[config.mk]
export PLATFORM = sky130hd
export DESIGN_NAME = bpr_bank_regs
export DESIGN_NICKNAME = d
export VERILOG_FILES = /design/src/rtl/bpr_pkg.sv /design/src/rtl/bpr_access_fsm.sv /design/src/rtl/bpr_cpu_slice.sv /design/src/rtl/bpr_view.sv /design/src/rtl/bpr_bank_regs.sv
export SDC_FILE = /design/constraint.sdc
export NUM_CORES = 1
export LEC_CHECK = 0
export ABC_AREA = 1
export ABC_CLOCK_PERIOD_IN_PS = 1900
export BUFFER_PORTS_ARGS = -buffer_cell sky130_fd_sc_hd__clkbuf_2
export CELL_PAD_IN_SITES_DETAIL_PLACEMENT = 1
export CELL_PAD_IN_SITES_GLOBAL_PLACEMENT = 2
export CORE_MARGIN = 2
export CORE_UTILIZATION = 33
export CTS_CLUSTER_SIZE = 24
export DETAILED_ROUTE_END_ITERATION = 8
export MAX_ROUTING_LAYER = met4
export PLACE_DENSITY_LB_ADDON = 0.12
export SETUP_SLACK_MARGIN = 0.02
export SLEW_MARGIN = 20
export SYNTH_ARGS = -nofsm -noshare
export SYNTH_HDL_FRONTEND = slang
export SYNTH_HIERARCHICAL = 1
export SYNTH_SLANG_ARGS = --single-unit
[constraint.sdc]
create_clock -name clk -period 1.9 [get_ports clk]
set_input_delay 0.38 -clock clk [delete_from_list [all_inputs] [get_ports clk]]
set_output_delay 0.38 -clock clk [all_outputs]
set_load 0.01 [all_outputs]
[src/rtl/bpr_pkg.sv]
package bpr_pkg;

    localparam int DATA_W    = 32;
    localparam int BP_W      = 3;
    localparam int CTRL_W    = 5;
    localparam int CBPR_BIT  = 4;
    localparam int OFF_CTRL  = 'h00;
    localparam int OFF_BP    = 'h08;

    typedef enum logic [0:0] {
        ST_IDLE = 1'b0,
        ST_ACK  = 1'b1
    } acc_state_e;

    typedef struct packed {
        logic [CTRL_W-1:0] ctrl;
        logic [BP_W-1:0]   sec_bp;
        logic [BP_W-1:0]   ns_bp;
    } cpu_state_t;

    function automatic logic [BP_W-1:0] clamp_bp(input logic [BP_W-1:0] raw,
                                                 input logic [BP_W-1:0] floor_v);
        return (raw < floor_v) ? floor_v : raw;
    endfunction

endpackage

[src/rtl/bpr_access_fsm.sv]
module bpr_access_fsm
    import bpr_pkg::*;
(
    input  logic              clk,
    input  logic              rst_n,
    input  logic              req_valid,
    input  logic              req_write,
    input  logic [DATA_W-1:0] rd_value,
    output logic              rsp_ready,
    output logic [DATA_W-1:0] rsp_rdata
);

    acc_state_e state_q, state_d;

    always_comb begin
        state_d = state_q;
        unique case (state_q)
            ST_IDLE: state_d = req_valid ? ST_ACK : ST_IDLE;
            ST_ACK:  state_d = req_valid ? ST_ACK : ST_IDLE;
            default: state_d = ST_IDLE;
        endcase
    end

    always_ff @(posedge clk or negedge rst_n) begin
        if (!rst_n) state_q <= ST_IDLE;
        else        state_q <= state_d;
    end

    always_ff @(posedge clk or negedge rst_n) begin
        if (!rst_n) begin
            rsp_rdata <= '0;
        end else if (req_valid) begin
            rsp_rdata <= req_write ? '0 : rd_value;
        end
    end

    assign rsp_ready = (state_q == ST_ACK);

endmodule

[src/rtl/bpr_cpu_slice.sv]
module bpr_cpu_slice
    import bpr_pkg::*;
#(
    parameter int MIN_SEC = 2,
    parameter int MIN_NS  = MIN_SEC + 1
) (
    input  logic              clk,
    input  logic              rst_n,
    input  logic              wr_ctrl,
    input  logic              wr_sec,
    input  logic              wr_ns,
    input  logic [CTRL_W-1:0] wdata_lo,
    output cpu_state_t        state_q
);

    localparam logic [BP_W-1:0] SEC_FLOOR = BP_W'(MIN_SEC);
    localparam logic [BP_W-1:0] NS_FLOOR  = BP_W'(MIN_NS);

    always_ff @(posedge clk or negedge rst_n) begin
        if (!rst_n) begin
            state_q.ctrl   <= '0;
            state_q.sec_bp <= SEC_FLOOR;
            state_q.ns_bp  <= NS_FLOOR;
        end else begin
            if (wr_ctrl) state_q.ctrl   <= wdata_lo;
            if (wr_sec)  state_q.sec_bp <= clamp_bp(wdata_lo[BP_W-1:0], SEC_FLOOR);
            if (wr_ns)   state_q.ns_bp  <= clamp_bp(wdata_lo[BP_W-1:0], NS_FLOOR);
        end
    end

endmodule

[src/rtl/bpr_view.sv]
module bpr_view
    import bpr_pkg::*;
#(
    parameter bit SEC_EXT = 1'b1,
    parameter int OFF_W   = 8
) (
    input  logic              acc_valid,
    input  logic              acc_write,
    input  logic              acc_secure,
    input  logic [OFF_W-1:0]  acc_offset,
    input  cpu_state_t        cur,
    output logic [DATA_W-1:0] rd_value,
    output logic              wr_ctrl,
    output logic              wr_sec,
    output logic              wr_ns
);

    logic            is_ctrl, is_bp, do_wr;
    logic [BP_W-1:0] bp_view;

    assign is_ctrl = (acc_offset == OFF_W'(OFF_CTRL));
    assign is_bp   = (acc_offset == OFF_W'(OFF_BP));
    assign do_wr   = acc_valid & acc_write;
    assign wr_ctrl = do_wr & is_ctrl;

    generate
        if (SEC_EXT) begin : g_banked
            logic            common_bp;
            logic [BP_W-1:0] sec_plus;
            assign common_bp = cur.ctrl[CBPR_BIT];
            assign sec_plus  = (cur.sec_bp == {BP_W{1'b1}}) ? cur.sec_bp
                                                            : cur.sec_bp + 1'b1;
            always_comb begin
                if (acc_secure)     bp_view = cur.sec_bp;
                else if (common_bp) bp_view = sec_plus;
                else                bp_view = cur.ns_bp;
            end
            assign wr_sec = do_wr & is_bp & acc_secure;
            assign wr_ns  = do_wr & is_bp & ~acc_secure & ~common_bp;
        end else begin : g_flat
            assign bp_view = cur.sec_bp;
            assign wr_sec  = do_wr & is_bp;
            assign wr_ns   = 1'b0;
        end
    endgenerate

    always_comb begin
        rd_value = '0;
        if (is_ctrl)    rd_value = DATA_W'(cur.ctrl);
        else if (is_bp) rd_value = DATA_W'(bp_view);
    end

endmodule

[src/rtl/bpr_bank_regs.sv]
module bpr_bank_regs
    import bpr_pkg::*;
#(
    parameter int NUM_CPU = 4,
    parameter bit SEC_EXT = 1'b1,
    parameter int MIN_SEC = 2,
    parameter int MIN_NS  = MIN_SEC + 1,
    parameter int OFF_W   = 8,
    parameter int CPU_W   = (NUM_CPU > 1) ? $clog2(NUM_CPU) : 1
) (
    input  logic              clk,
    input  logic              rst_n,
    input  logic              req_valid,
    input  logic              req_write,
    input  logic              req_secure,
    input  logic [CPU_W-1:0]  req_cpu,
    input  logic [OFF_W-1:0]  req_offset,
    input  logic [31:0]       req_wdata,
    output logic [31:0]       rsp_rdata,
    output logic              rsp_ready
);

    cpu_state_t        bank [NUM_CPU];
    cpu_state_t        cur;
    logic              cpu_ok;
    logic [DATA_W-1:0] rd_value;
    logic              wr_ctrl, wr_sec, wr_ns;

    assign cpu_ok = (32'(req_cpu) < NUM_CPU);

    always_comb begin
        cur = '0;
        for (int i = 0; i < NUM_CPU; i++) begin
            if (req_cpu == CPU_W'(i)) cur = bank[i];
        end
    end

    bpr_view #(
        .SEC_EXT (SEC_EXT),
        .OFF_W   (OFF_W)
    ) u_view (
        .acc_valid  (req_valid & cpu_ok),
        .acc_write  (req_write),
        .acc_secure (req_secure),
        .acc_offset (req_offset),
        .cur        (cur),
        .rd_value   (rd_value),
        .wr_ctrl    (wr_ctrl),
        .wr_sec     (wr_sec),
        .wr_ns      (wr_ns)
    );

    generate
        for (genvar g = 0; g < NUM_CPU; g++) begin : g_cpu
            logic hit;
            assign hit = (req_cpu == CPU_W'(g));
            bpr_cpu_slice #(
                .MIN_SEC (MIN_SEC),
                .MIN_NS  (MIN_NS)
            ) u_slice (
                .clk      (clk),
                .rst_n    (rst_n),
                .wr_ctrl  (wr_ctrl & hit),
                .wr_sec   (wr_sec & hit),
                .wr_ns    (wr_ns & hit),
                .wdata_lo (req_wdata[CTRL_W-1:0]),
                .state_q  (bank[g])
            );
        end
    endgenerate

    bpr_access_fsm u_fsm (
        .clk       (clk),
        .rst_n     (rst_n),
        .req_valid (req_valid),
        .req_write (req_write),
        .rd_value  (rd_value),
        .rsp_ready (rsp_ready),
        .rsp_rdata (rsp_rdata)
    );

endmodule

After elaboration in Yosys (flattened, before gate mapping):

Index checks and enable logic that the tools add are counted.

* bitwise logic cells: 20
* muxes and demuxes: 13
* eq/ne operators: 5
* magnitude comparators: 2
* reductions and logical operators: 2
* $add $sub $neg: 1

Operator list (count)
* two-way mux 32 bit: 2
* two-way mux 11 bit: 4
* AND 1 bit: 18
* two-way mux 3 bit: 6
* equality test 8 x 4 -> 1 bit, second input constant: 1
* zero test 8 bit: 1
* < comparator 3 x 2 -> 1 bit, second input constant: 2
* equality test 2 bit, second input constant: 2
* adder 3 x 1 -> 3 bit, second input constant: 1
* equality test 3 bit, second input constant: 1
* equality test 2 x 1 -> 1 bit, second input constant: 1
* zero test 2 bit: 1
* NOT 1 bit: 2
* two-way mux 1 bit: 1

* bits in registers: 77
* word-level logic and storage cells: 57
* output and inout bits: 33
* input bits: 47

Logic depth before layout (Yosys ltp):

Gate-level depths: netlist (run 1).

* depth after elaboration: 12
* mapped depth: 14
* depth with buffers taken out: 12

Cells and area by module:

Netlist (run 1), hierarchy kept.

Modules (own cells, without submodules)
* bpr_cpu_slice: area an instance 452.9 um2, cells each 50, times used 4
* bpr_access_fsm: area an instance 1387.6 um2, cells each 141, times used 1
* bpr_view: area an instance 460.4 um2, cells each 79, times used 1
* bpr_bank_regs: area an instance 459.2 um2, cells each 86, times used 1

Worst setup path after synthesis (run 1):

OpenSTA, ideal clock, no wires.

* path type: in2reg
* start: in req_cpu[0]
* end: reg u_fsm.rsp_rdata[0]
* stages on the path: 13
* library setup time: 0.117 ns
* arrival: 1.590 ns
* buffers on the path: 2
* path slack: 0.192 ns
* cells stage by stage: buf_6 buf_4 nand3_1 nand4_1 ha_1 nand2_1 nand2_1 nand2_1 nand2_1 nand3_1 nand2_1 nand3_1 nand2_1

RTL lines
* start: declaration: line bpr_bank_regs.sv:16 `input logic [CPU_W-1:0] req_cpu,`
* end signal: assignment: line bpr_access_fsm.sv:33 `rsp_rdata <= req_write ? '0 : rd_value;`
* end: declaration: line bpr_access_fsm.sv:10 `output logic [DATA_W-1:0] rsp_rdata`

==> metrics, run 1 <==
post-route ant nets=0; fin. max-slew vios=0; Hold WC Path Type=in -> reg; wire length on met1=5387 um; Setup-failing EPs final=0; data required time at the worst endpoint=2.19 ns; Root Buffer=clkbuf_16; Routability Congestion=0.7702; CTS tree=built; CP Capture Type=flip-flop; combinational power share=0.101; Final Hold Viols=0; H-Tree Depth=3; Max Cap Viol=0; Port Buf Inserts=52; Synth Warn #=6; worst clock skew=0.005566 ns; crit path launch type=flip-flop; Max Freq=560.8 MHz; Critical Path Most Common Cell=nand2_1; final core occ=0.4012; share of layout cells above drive strength 1=0.2782; CTS buffer count=9; P_leak=2.563 nW; post-synthesis sequential area ratio=0.4714; Cell variety after synth=25; fill count=1533; first-pass GRT wire length=17610 um; number of synthesized flops with an enable pin=0; wire per inst=13.97 um; CP Class=reg -> reg; crit path cell chain=nand3_1 > nand4_1 > ha_1 > nand2_1 > nand2_1 > nand2_1 > nand2_1 > nand3_1 > nand2_1 > nand3_1 > nand2_1; met2 wire len=4577 um; maximum VDD drop=319.7 uV; initial antenna violation count=0; Pint=2.862 mW; die width=115.7 um; grt ovf=0; final routed DRC violation total=0; most frequent cells in the layout=nand2_1, nand3_1, dfrtp_1, clkbuf_2, inv_1; syn avg cell area=8.140 sq um; DIE AREA=13390 sq um; Top Metal Used=met4; Post-synth top flop=dfrtp_1; CP max stage delay=0.53 ns; Clock transition at path regs=0.06 ns; slowest CP cell=dfstp_2; worst-path maximum fanout=3; clk sinks=77; final worst path period share=0.9385; status=complete, no violations; Sw Ratio=0.2596; core area=12110 sq um; drt total wl=10540 um; post-synthesis cell count=506; Clock power frac=0.452; RSZ-0062 raised after global routing=true; most common cell after layout, fill and taps aside=nand2_1; maximum root-to-sink buffer count=2; row count=40; design area=4860 sq um; CP delay by family, top=simple AND/OR/NAND/NOR gates; vias per cell=4.442; Area Overhead vs Synth=17.98%; total track usage=0.1788; metal3 WL=305 um; Antenna Diode Count=0; clk_lat worst skew=0.34 ns; Final min period=1.783 ns; flops & latches, synth=77; HPWL Detailed=7762 um; die height=115.7 um; Initial Utilization=0.3401; I/O pin cnt=80; Final Power=3.865 mW; Post-synth ARST share=1.000; TritonRoute pass-1 iters=4; vias in the first global route=3463; First DRT Iteration DRCs=102; pwr dens=795.3 nW/um^2; NetSw=1.003 mW; Mapped Area=4119 sq um; pin count of the biggest net entering global routing=37; placed cell area=4527 sq um; Final nets=629; Critical path buffers and inverters=0; CP Data Arrival Time=2.07 ns; sequential power share=0.447; vias=3349
[final cells by class]
class                   instances  area, sq um  area share
flip-flops and latches         77         1942      0.3996
multi-input cells             357         1648      0.3391
repair buffers                 88        573.1      0.1179
clock buffers                   9        225.2     0.04634
well taps                     168        210.2     0.04325
inverters                      48        187.7     0.03862
clock inverters                 7        73.82     0.01519
[through the flow]
stage,hold WS (ns),setup TNS [ns],cells,setup slack [ns]
6_report,0.3135,0,754,0.1168
5_1_grt,0.3289,-0.03822,754,-0.03822
4_1_cts,0.2928,0,752,0.09311
3_5_place_dp,0.3777,-1.337,735,-0.2088
3_3_place_gp,0.3772,-0.8350,735,-0.1024
2_1_floorplan,0.08441,0,532,0.1922
[metal layers]
layer  GRT usage  vias up
met2      0.2530       52
met3     0.03556       21
met5           -        -
met4     0.07540        0
li1            -     1682
met1      0.2495     1594
[cell families (layout without fill, tap and decap cells)]
family          count (synthesis)  count (layout)  share of synthesized area
compound gates                 27              27                    0.04010
flops                          77              77                     0.4714
other cells                     1              27                  0.0009104
buf+inv                        98             152                     0.1543
fa+ha+maj                       1               1                   0.003037
simple gates                  302             302                     0.3302
[cell usage after synthesis, types with 2 or more instances]
cell type	count	share of area
nor2_2	10	0.015
nand2_1	152	0.14
inv_1	44	0.040
dfrtp_1	65	0.39
nor2_4	3	0.0082
buf_6	14	0.038
nor3_1	2	0.0024
a21oi_1	2	0.0024
dfstp_2	12	0.077
nand4_1	11	0.017
nand3_1	71	0.086
inv_2	3	0.0027
nand2_2	19	0.029
a21oi_2	8	0.017
buf_4	34	0.062
nor2_1	31	0.028
o21ai_1	17	0.021
[final timing paths]
check | from | endpoint | slack, ns | depth (start not counted)
max | g_cpu[1].u_slice/state_q[4] | u_fsm/rsp_rdata[0] | 0.12 | 11
min | req_wdata[3] | g_cpu[2].u_slice/state_q[9] | 0.31 | 3
max reg2reg | g_cpu[1].u_slice/state_q[4] | u_fsm/rsp_rdata[0] | 0.12 | 11
min reg2reg | g_cpu[1].u_slice/state_q[1] | g_cpu[1].u_slice/state_q[1] | 0.46 | 2
max in group asynchronous | rst_n | g_cpu[3].u_slice/state_q[0] | 0.75 | 3
min in group asynchronous | rst_n | u_fsm/rsp_rdata[12] | 0.54 | 2
[tightest hold or removal path: stages]
cell,delay (ns)
clkbuf_2,0.13
nand2_1,0.06
o21ai_1,0.05
[state kept, by name, indices dropped and copies added (netlist names)]
signal                 count
u_fsm/rsp_ready            1
u_fsm/rsp_rdata           32
g_cpu.u_slice/state_q     44
[power by group through the flow]
| stage | Combinational, mW | Clock [mW] | Sequential [mW] |
|---|---|---|---|
| 6_report | 0.392 | 1.75 | 1.73 |
| 3_3_place_gp | 0.389 | 0 | 1.75 |
| 3_5_place_dp | 0.394 | 0 | 1.76 |
| 4_1_cts | 0.398 | 1.81 | 1.73 |
| 2_1_floorplan | 0.233 | 0 | 1.78 |
| 5_1_grt | 0.442 | 1.87 | 1.73 |
[repair_timing]
action / 4_1_cts / 5_1_grt
gates resized for setup: 0 / 3
setup buffers: 0 / 2
setup endpoints to repair: 0 / 3
hold endpoints to repair: 6 / 0
hold buffers: 1 / 0
Note: power is estimated with default switching activity, not from simulation.
==> run 2, diff against run 1 <==
Settings changed: BUFFER_PORTS_ARGS -buffer_cell sky130_fd_sc_hd__clkbuf_2 to -buffer_cell sky130_fd_sc_hd__buf_2.
==> metrics, run 2 (synthesis gave the netlist of run 1 again) <==
drt total wl=10190 um (-3.3%); FF-to-FF Start=g_cpu[1].u_slice/state_q[4]; Routability Congestion=0.7951 (+3.2%); Final nets=620 (-1.4%); HPWL Detailed=7536 um (-2.9%); crit path launch type=flip-flop; max reg flops=44 (unchanged); vias in the first global route=3332 (-3.8%); post-CTS resize count=0 (unchanged); setup slack, reg-to-reg=0.19 ns (+0.07 ns); hold_sp=req_wdata[3]; most common cell after layout, fill and taps aside=nand2_1; CTS tree=built; total track usage=0.1729 (-0.005895); CP delay by family, top=simple AND/OR/NAND/NOR gates; Hold Path End=g_cpu[1].u_slice/state_q[9]; RSZ-0062 raised after global routing=false; row count=40 (unchanged); Area Overhead vs Synth=15.98%; fill count=1528 (-0.33%); I/O pin cnt=80 (unchanged); final worst path period share=0.8993 (-0.03926); Top reg by flops=g_cpu.u_slice/state_q; wire per inst=13.68 um (-2.1%); clk sinks=77 (unchanged); Max Freq=585.3 MHz (+4.4%); worst clock skew=0.007841 ns (+0.002275 ns); CTS buffer count=9 (unchanged); TritonRoute pass-1 iters=4 (unchanged); Clock transition at path regs=0.06 ns (about the same); Hold Slack=0.3081 ns (-0.005444 ns); first-pass GRT wire length=16990 um (-3.5%); First DRT Iteration DRCs=139 (+36%); Critical Path Most Common Cell=nand2_1; DIE AREA=13390 sq um (unchanged); core area=12110 sq um (unchanged); worst-path maximum fanout=3 (unchanged); fin. max-slew vios=0 (unchanged); Setup-failing EPs final=0 (unchanged); crit path cell chain=nand3_1 > nand4_1 > ha_1 > nand2_1 > a21oi_1 > nand2_1 > nand3_1 > nand2_1 > nand3_1 > nand2_1; Non-Filler Instances=745 (-1.2%); Antenna Diode Count=0 (unchanged); CP Data Arrival Time=1.94 ns (-0.13 ns); CP max stage delay=0.54 ns (about the same); placed insts=728 (-0.95%); Final Hold Viols=0 (unchanged); R2R Path End=u_fsm/rsp_rdata[0]; clk_lat worst skew=0.34 ns (about the same); Cells on Worst Hold Path=3 (unchanged); slowest CP cell=dfstp_2; vias per cell=4.368 (-1.7%); final routed DRC violation total=0 (unchanged); Root Buffer=clkbuf_16; area occupied by multi-input gates=1639 sq um (-0.53%); pre-CTS setup slack=-0.09466 ns (+0.1142 ns); share of layout cells above drive strength 1=0.2582 (-0.01992); vias=3254 (-2.8%); pin count of the biggest net entering global routing=36 (-2.7%); initial antenna violation count=0 (unchanged); Post-CTS Hold Buffers=1 (unchanged); CP Class=reg -> reg; die height=115.7 um (unchanged); pwr dens=801.2 nW/um^2 (+0.75%); maximum VDD drop=325.7 uV (+1.8%); cells on worst reg2reg path=10 (-1); post-route ant nets=0 (unchanged); postcts setup bufs=0 (unchanged); Hold WC Path Type=in -> reg; die width=115.7 um (unchanged); Port Buf Inserts=52 (unchanged); CP Capture Type=flip-flop; maximum root-to-sink buffer count=2 (unchanged); H-Tree Depth=3 (unchanged); Final min period=1.709 ns (-0.07459 ns); data required time at the worst endpoint=2.13 ns (-0.06 ns); Worst Slack Setup Final=0.1914 ns (+0.07459 ns); FF+latch area=1942 sq um (unchanged); status=complete, no violations; grt ovf=0 (unchanged); Critical path buffers and inverters=0 (unchanged); Initial Utilization=0.3401 (unchanged); P_leak=2.519 nW (-1.7%); most frequent cells in the layout=nand2_1, nand3_1, dfrtp_1, buf_2, inv_1; Max Cap Viol=0 (unchanged)
## run 2: cell count changes in the layout (fill, tap and decap cells not counted), sizes merged
| cell | before | now |
|---|---|---|
| buf | 36 | 78 |
| clkinv | 4 | 2 |
| inv | 50 | 49 |
| clkinvlp | 0 | 1 |
| clkbuf | 60 | 11 |
## run 2: power breakdown
part	internal (mW)	switching, mW	leakage [nW]	total (mW)
Combinational	0.134	0.246	1.44	0.379
Clock	1.02	0.699	0.140	1.72
Sequential	1.70	0.0305	0.942	1.73
## run 2: worst reg2reg max path, delay by kind of cell, from the launching register on
kind | cells | cell delay [ns]
DFF | 1 | 0.54
and+or+nand+nor | 8 | 0.73
AOI/OAI and AO/OA | 1 | 0.14
adders and majority gates | 1 | 0.19
## run 2: how the worst max path moves through the flow
| stage | from | endpoint | slack (ns) | depth (start not counted) |
|---|---|---|---|---|
| CTS | g_cpu[1].u_slice/state_q[4] | u_fsm/rsp_rdata[0] | 0.18 | 10 |
| floorplan | req_cpu[0] | u_fsm/rsp_rdata[0] | 0.19 | 13 |
| global placement | req_cpu[1] | u_fsm/rsp_rdata[0] | -0.06 | 13 |
| global route | g_cpu[1].u_slice/state_q[4] | u_fsm/rsp_rdata[0] | 0.02 | 10 |
| finish | g_cpu[1].u_slice/state_q[4] | u_fsm/rsp_rdata[0] | 0.19 | 10 |
| detailed placement | req_cpu[1] | u_fsm/rsp_rdata[0] | -0.09 | 13 |
## run 2: per-stage QoR
| step | power, mW | area, sq um | utilization | setup TNS [ns] |
|---|---|---|---|---|
| 3_5_place_dp | 2.140 | 4474 | 0.3694 | -0.2186 |
| 3_3_place_gp | 2.133 | 4474 | 0.3694 | -0.1060 |
| 6_report | 3.828 | 4777 | 0.3944 | 0 |
| 2_1_floorplan | 2.009 | 4217 | - | 0 |
| 5_1_grt | 4.008 | 4777 | 0.3944 | 0 |
| 4_1_cts | 3.900 | 4777 | 0.3944 | 0 |
## run 2: final cells by class
class	count	share of cell area
inverter	48	0.03929
clock buffer	11	0.04872
sequential	77	0.4065
tap	168	0.04400
clock inverter	5	0.01257
timing repair buffer	79	0.1058
multi-input combinational	357	0.3431
## run 2: metal layers
layer  global-route usage  share of wire  vias to the layer above
li1                     -              -                     1669
met1               0.2348           0.51                     1530
met2               0.2554           0.44                       42
met3              0.02824          0.031                       13
met4              0.07619          0.020                        0
met5                    -              0                        -
==> run 3, diff against run 2 <==
Settings changed: CORE_UTILIZATION 33 to 34, CTS_BUF_LIST set to sky130_fd_sc_hd__clkbuf_2 sky130_fd_sc_hd__clkbuf_4 sky130_fd_sc_hd__clkbuf_8.
==> metrics, run 3 (synthesis gave the netlist of run 1 again) <==
status=complete, no violations; worst clock skew=0.006249 ns (-0.001592 ns); vias in the first global route=3435 (+3.1%); Final nets=619 (-0.16%); Port Buf Inserts=52 (unchanged); area occupied by multi-input gates=1639 sq um (unchanged); Max Cap Viol=0 (unchanged); maximum VDD drop=271.7 uV (-17%); vias per cell=4.533 (+3.8%); CTS buffer count=9 (unchanged); fill count=1512 (-1.0%); grt ovf=0 (unchanged); RSZ-0062 raised after global routing=false; Area Overhead vs Synth=12.73%; clk_lat worst skew=0.36 ns (+0.02 ns); clk sinks=77 (unchanged); row count=40 (unchanged); crit path launch type=flip-flop; Non-Filler Instances=723 (-3.0%); Clock transition at path regs=0.08 ns (+0.02 ns); H-Tree Depth=3 (unchanged); wire per inst=14.27 um (+4.3%); cells on worst reg2reg path=10 (unchanged); maximum root-to-sink buffer count=2 (unchanged); DIE AREA=13010 sq um (-2.8%); vias=3277 (+0.71%); Setup-failing EPs final=0 (unchanged); final core occ=0.3898 (-0.004610); most common cell after layout, fill and taps aside=nand2_1; data required time at the worst endpoint=2.16 ns (+0.03 ns); fin. max-slew vios=0 (unchanged); total track usage=0.1772 (+0.004262); TritonRoute pass-1 iters=4 (unchanged); slowest CP cell=dfstp_2; Final Hold Viols=0 (unchanged); Final min period=1.659 ns (-0.04967 ns); pin count of the biggest net entering global routing=78 (+120%); post-CTS resize count=0 (unchanged); CP Capture Type=flip-flop; HPWL Detailed=7472 um (-0.84%); share of layout cells above drive strength 1=0.2622 (+0.003921); die width=114.1 um (-1.4%); placed insts=707 (-2.9%); I/O pin cnt=80 (unchanged); core area=11910 sq um (-1.7%); final worst path period share=0.8731 (-0.02614); Hold WC Path Type=in -> async; First DRT Iteration DRCs=106 (-24%); Root Buffer=clkbuf_8; final routed DRC violation total=0 (unchanged); CP Class=reg -> reg; Top reg by flops=g_cpu.u_slice/state_q; initial antenna violation count=0 (unchanged); CP Data Arrival Time=1.91 ns (-0.03 ns); first-pass GRT wire length=17400 um (+2.4%); Critical Path Most Common Cell=nand2_1; CP max stage delay=0.54 ns (about the same); P_leak=2.480 nW (-1.6%); Antenna Diode Count=0 (unchanged); post-route ant nets=0 (unchanged); crit path cell chain=nand3_1 > nand4_1 > ha_1 > nand2_1 > a21oi_1 > nand2_1 > nand3_1 > nand2_1 > nand3_1 > nand2_1; drt total wl=10320 um (+1.3%); worst-path maximum fanout=3 (unchanged); max reg flops=44 (unchanged); Routability Congestion=0.8085 (+1.7%); CTS tree=built; Final Power=3.361 mW (-12%); pwr dens=723.8 nW/um^2 (-9.7%); FF+latch area=1942 sq um (unchanged); postcts setup bufs=0 (unchanged); Post-CTS Hold Buffers=0 (-1); most frequent cells in the layout=nand2_1, nand3_1, dfrtp_1, buf_2, inv_1; Max Freq=602.8 MHz (+3.0%); Initial Utilization=0.3458 (+0.005716); die height=114.1 um (-1.4%)
run 3: worst max-delay path: cells and delay by family, from the launching register on:
family,cells,cell delay [ns]
compound gates,1,0.13
flops,1,0.54
fa+ha+maj,1,0.19
simple gates,8,0.69
run 3: per-layer routing:
| layer | vias up | share of wire | wire length [um] | global-route usage |
|---|---|---|---|---|
| met2 | 43 | 0.44 | 4556 | 0.2623 |
| li1 | 1658 | - | - | - |
| met1 | 1568 | 0.52 | 5316 | 0.2434 |
| met5 | - | 0 | 0 | - |
| met4 | 0 | 0.014 | 140 | 0.05610 |
| met3 | 8 | 0.029 | 304 | 0.03812 |
run 3: final timing paths:
kind / slack [ns] / startpoint / end
worst max-delay path: 0.24 / g_cpu[2].u_slice/state_q[4] / u_fsm/rsp_rdata[0]
worst max register to register: 0.24 / g_cpu[2].u_slice/state_q[4] / u_fsm/rsp_rdata[0]
min in group clk: 0.28 / req_wdata[3] / g_cpu[2].u_slice/state_q[9]
worst min-delay path: 0.02 / rst_n / u_fsm/rsp_rdata[27]
max in group asynchronous: 1.49 / rst_n / g_cpu[1].u_slice/state_q[4]
worst min register to register: 0.47 / g_cpu[2].u_slice/state_q[1] / g_cpu[2].u_slice/state_q[1]
run 3: stage by stage:
step / setup TNS [ns] / area [sq um] / worst slack [ns] / hold slack, ns
floorplan: 0 / 4217 / 0.1922 / 0.08441
global placement: -0.09265 / 4448 / -0.04491 / 0.4491
detailed placement: -0.5216 / 4448 / -0.1014 / 0.4477
CTS: 0 / 4643 / 0.2067 / 0.04138
global route: 0 / 4643 / 0.06685 / 0.02088
finish: 0 / 4643 / 0.2411 / 0.02068
run 3: layout make-up:
type / instances / area share
Clock buffer: 12 / 0.03153
Timing Repair Buffer: 78 / 0.1067
Multi-Input combinational cell: 357 / 0.3530
Inverter: 48 / 0.04042
Tap cell: 147 / 0.03961
Clock inverter: 4 / 0.01051
Sequential cell: 77 / 0.4182
run 3: power breakdown:
group,switching [mW],leakage (nW),internal [mW]
Sequential,0.0301,0.942,1.69
Clock,0.612,0.105,0.650
Combinational,0.245,1.43,0.131
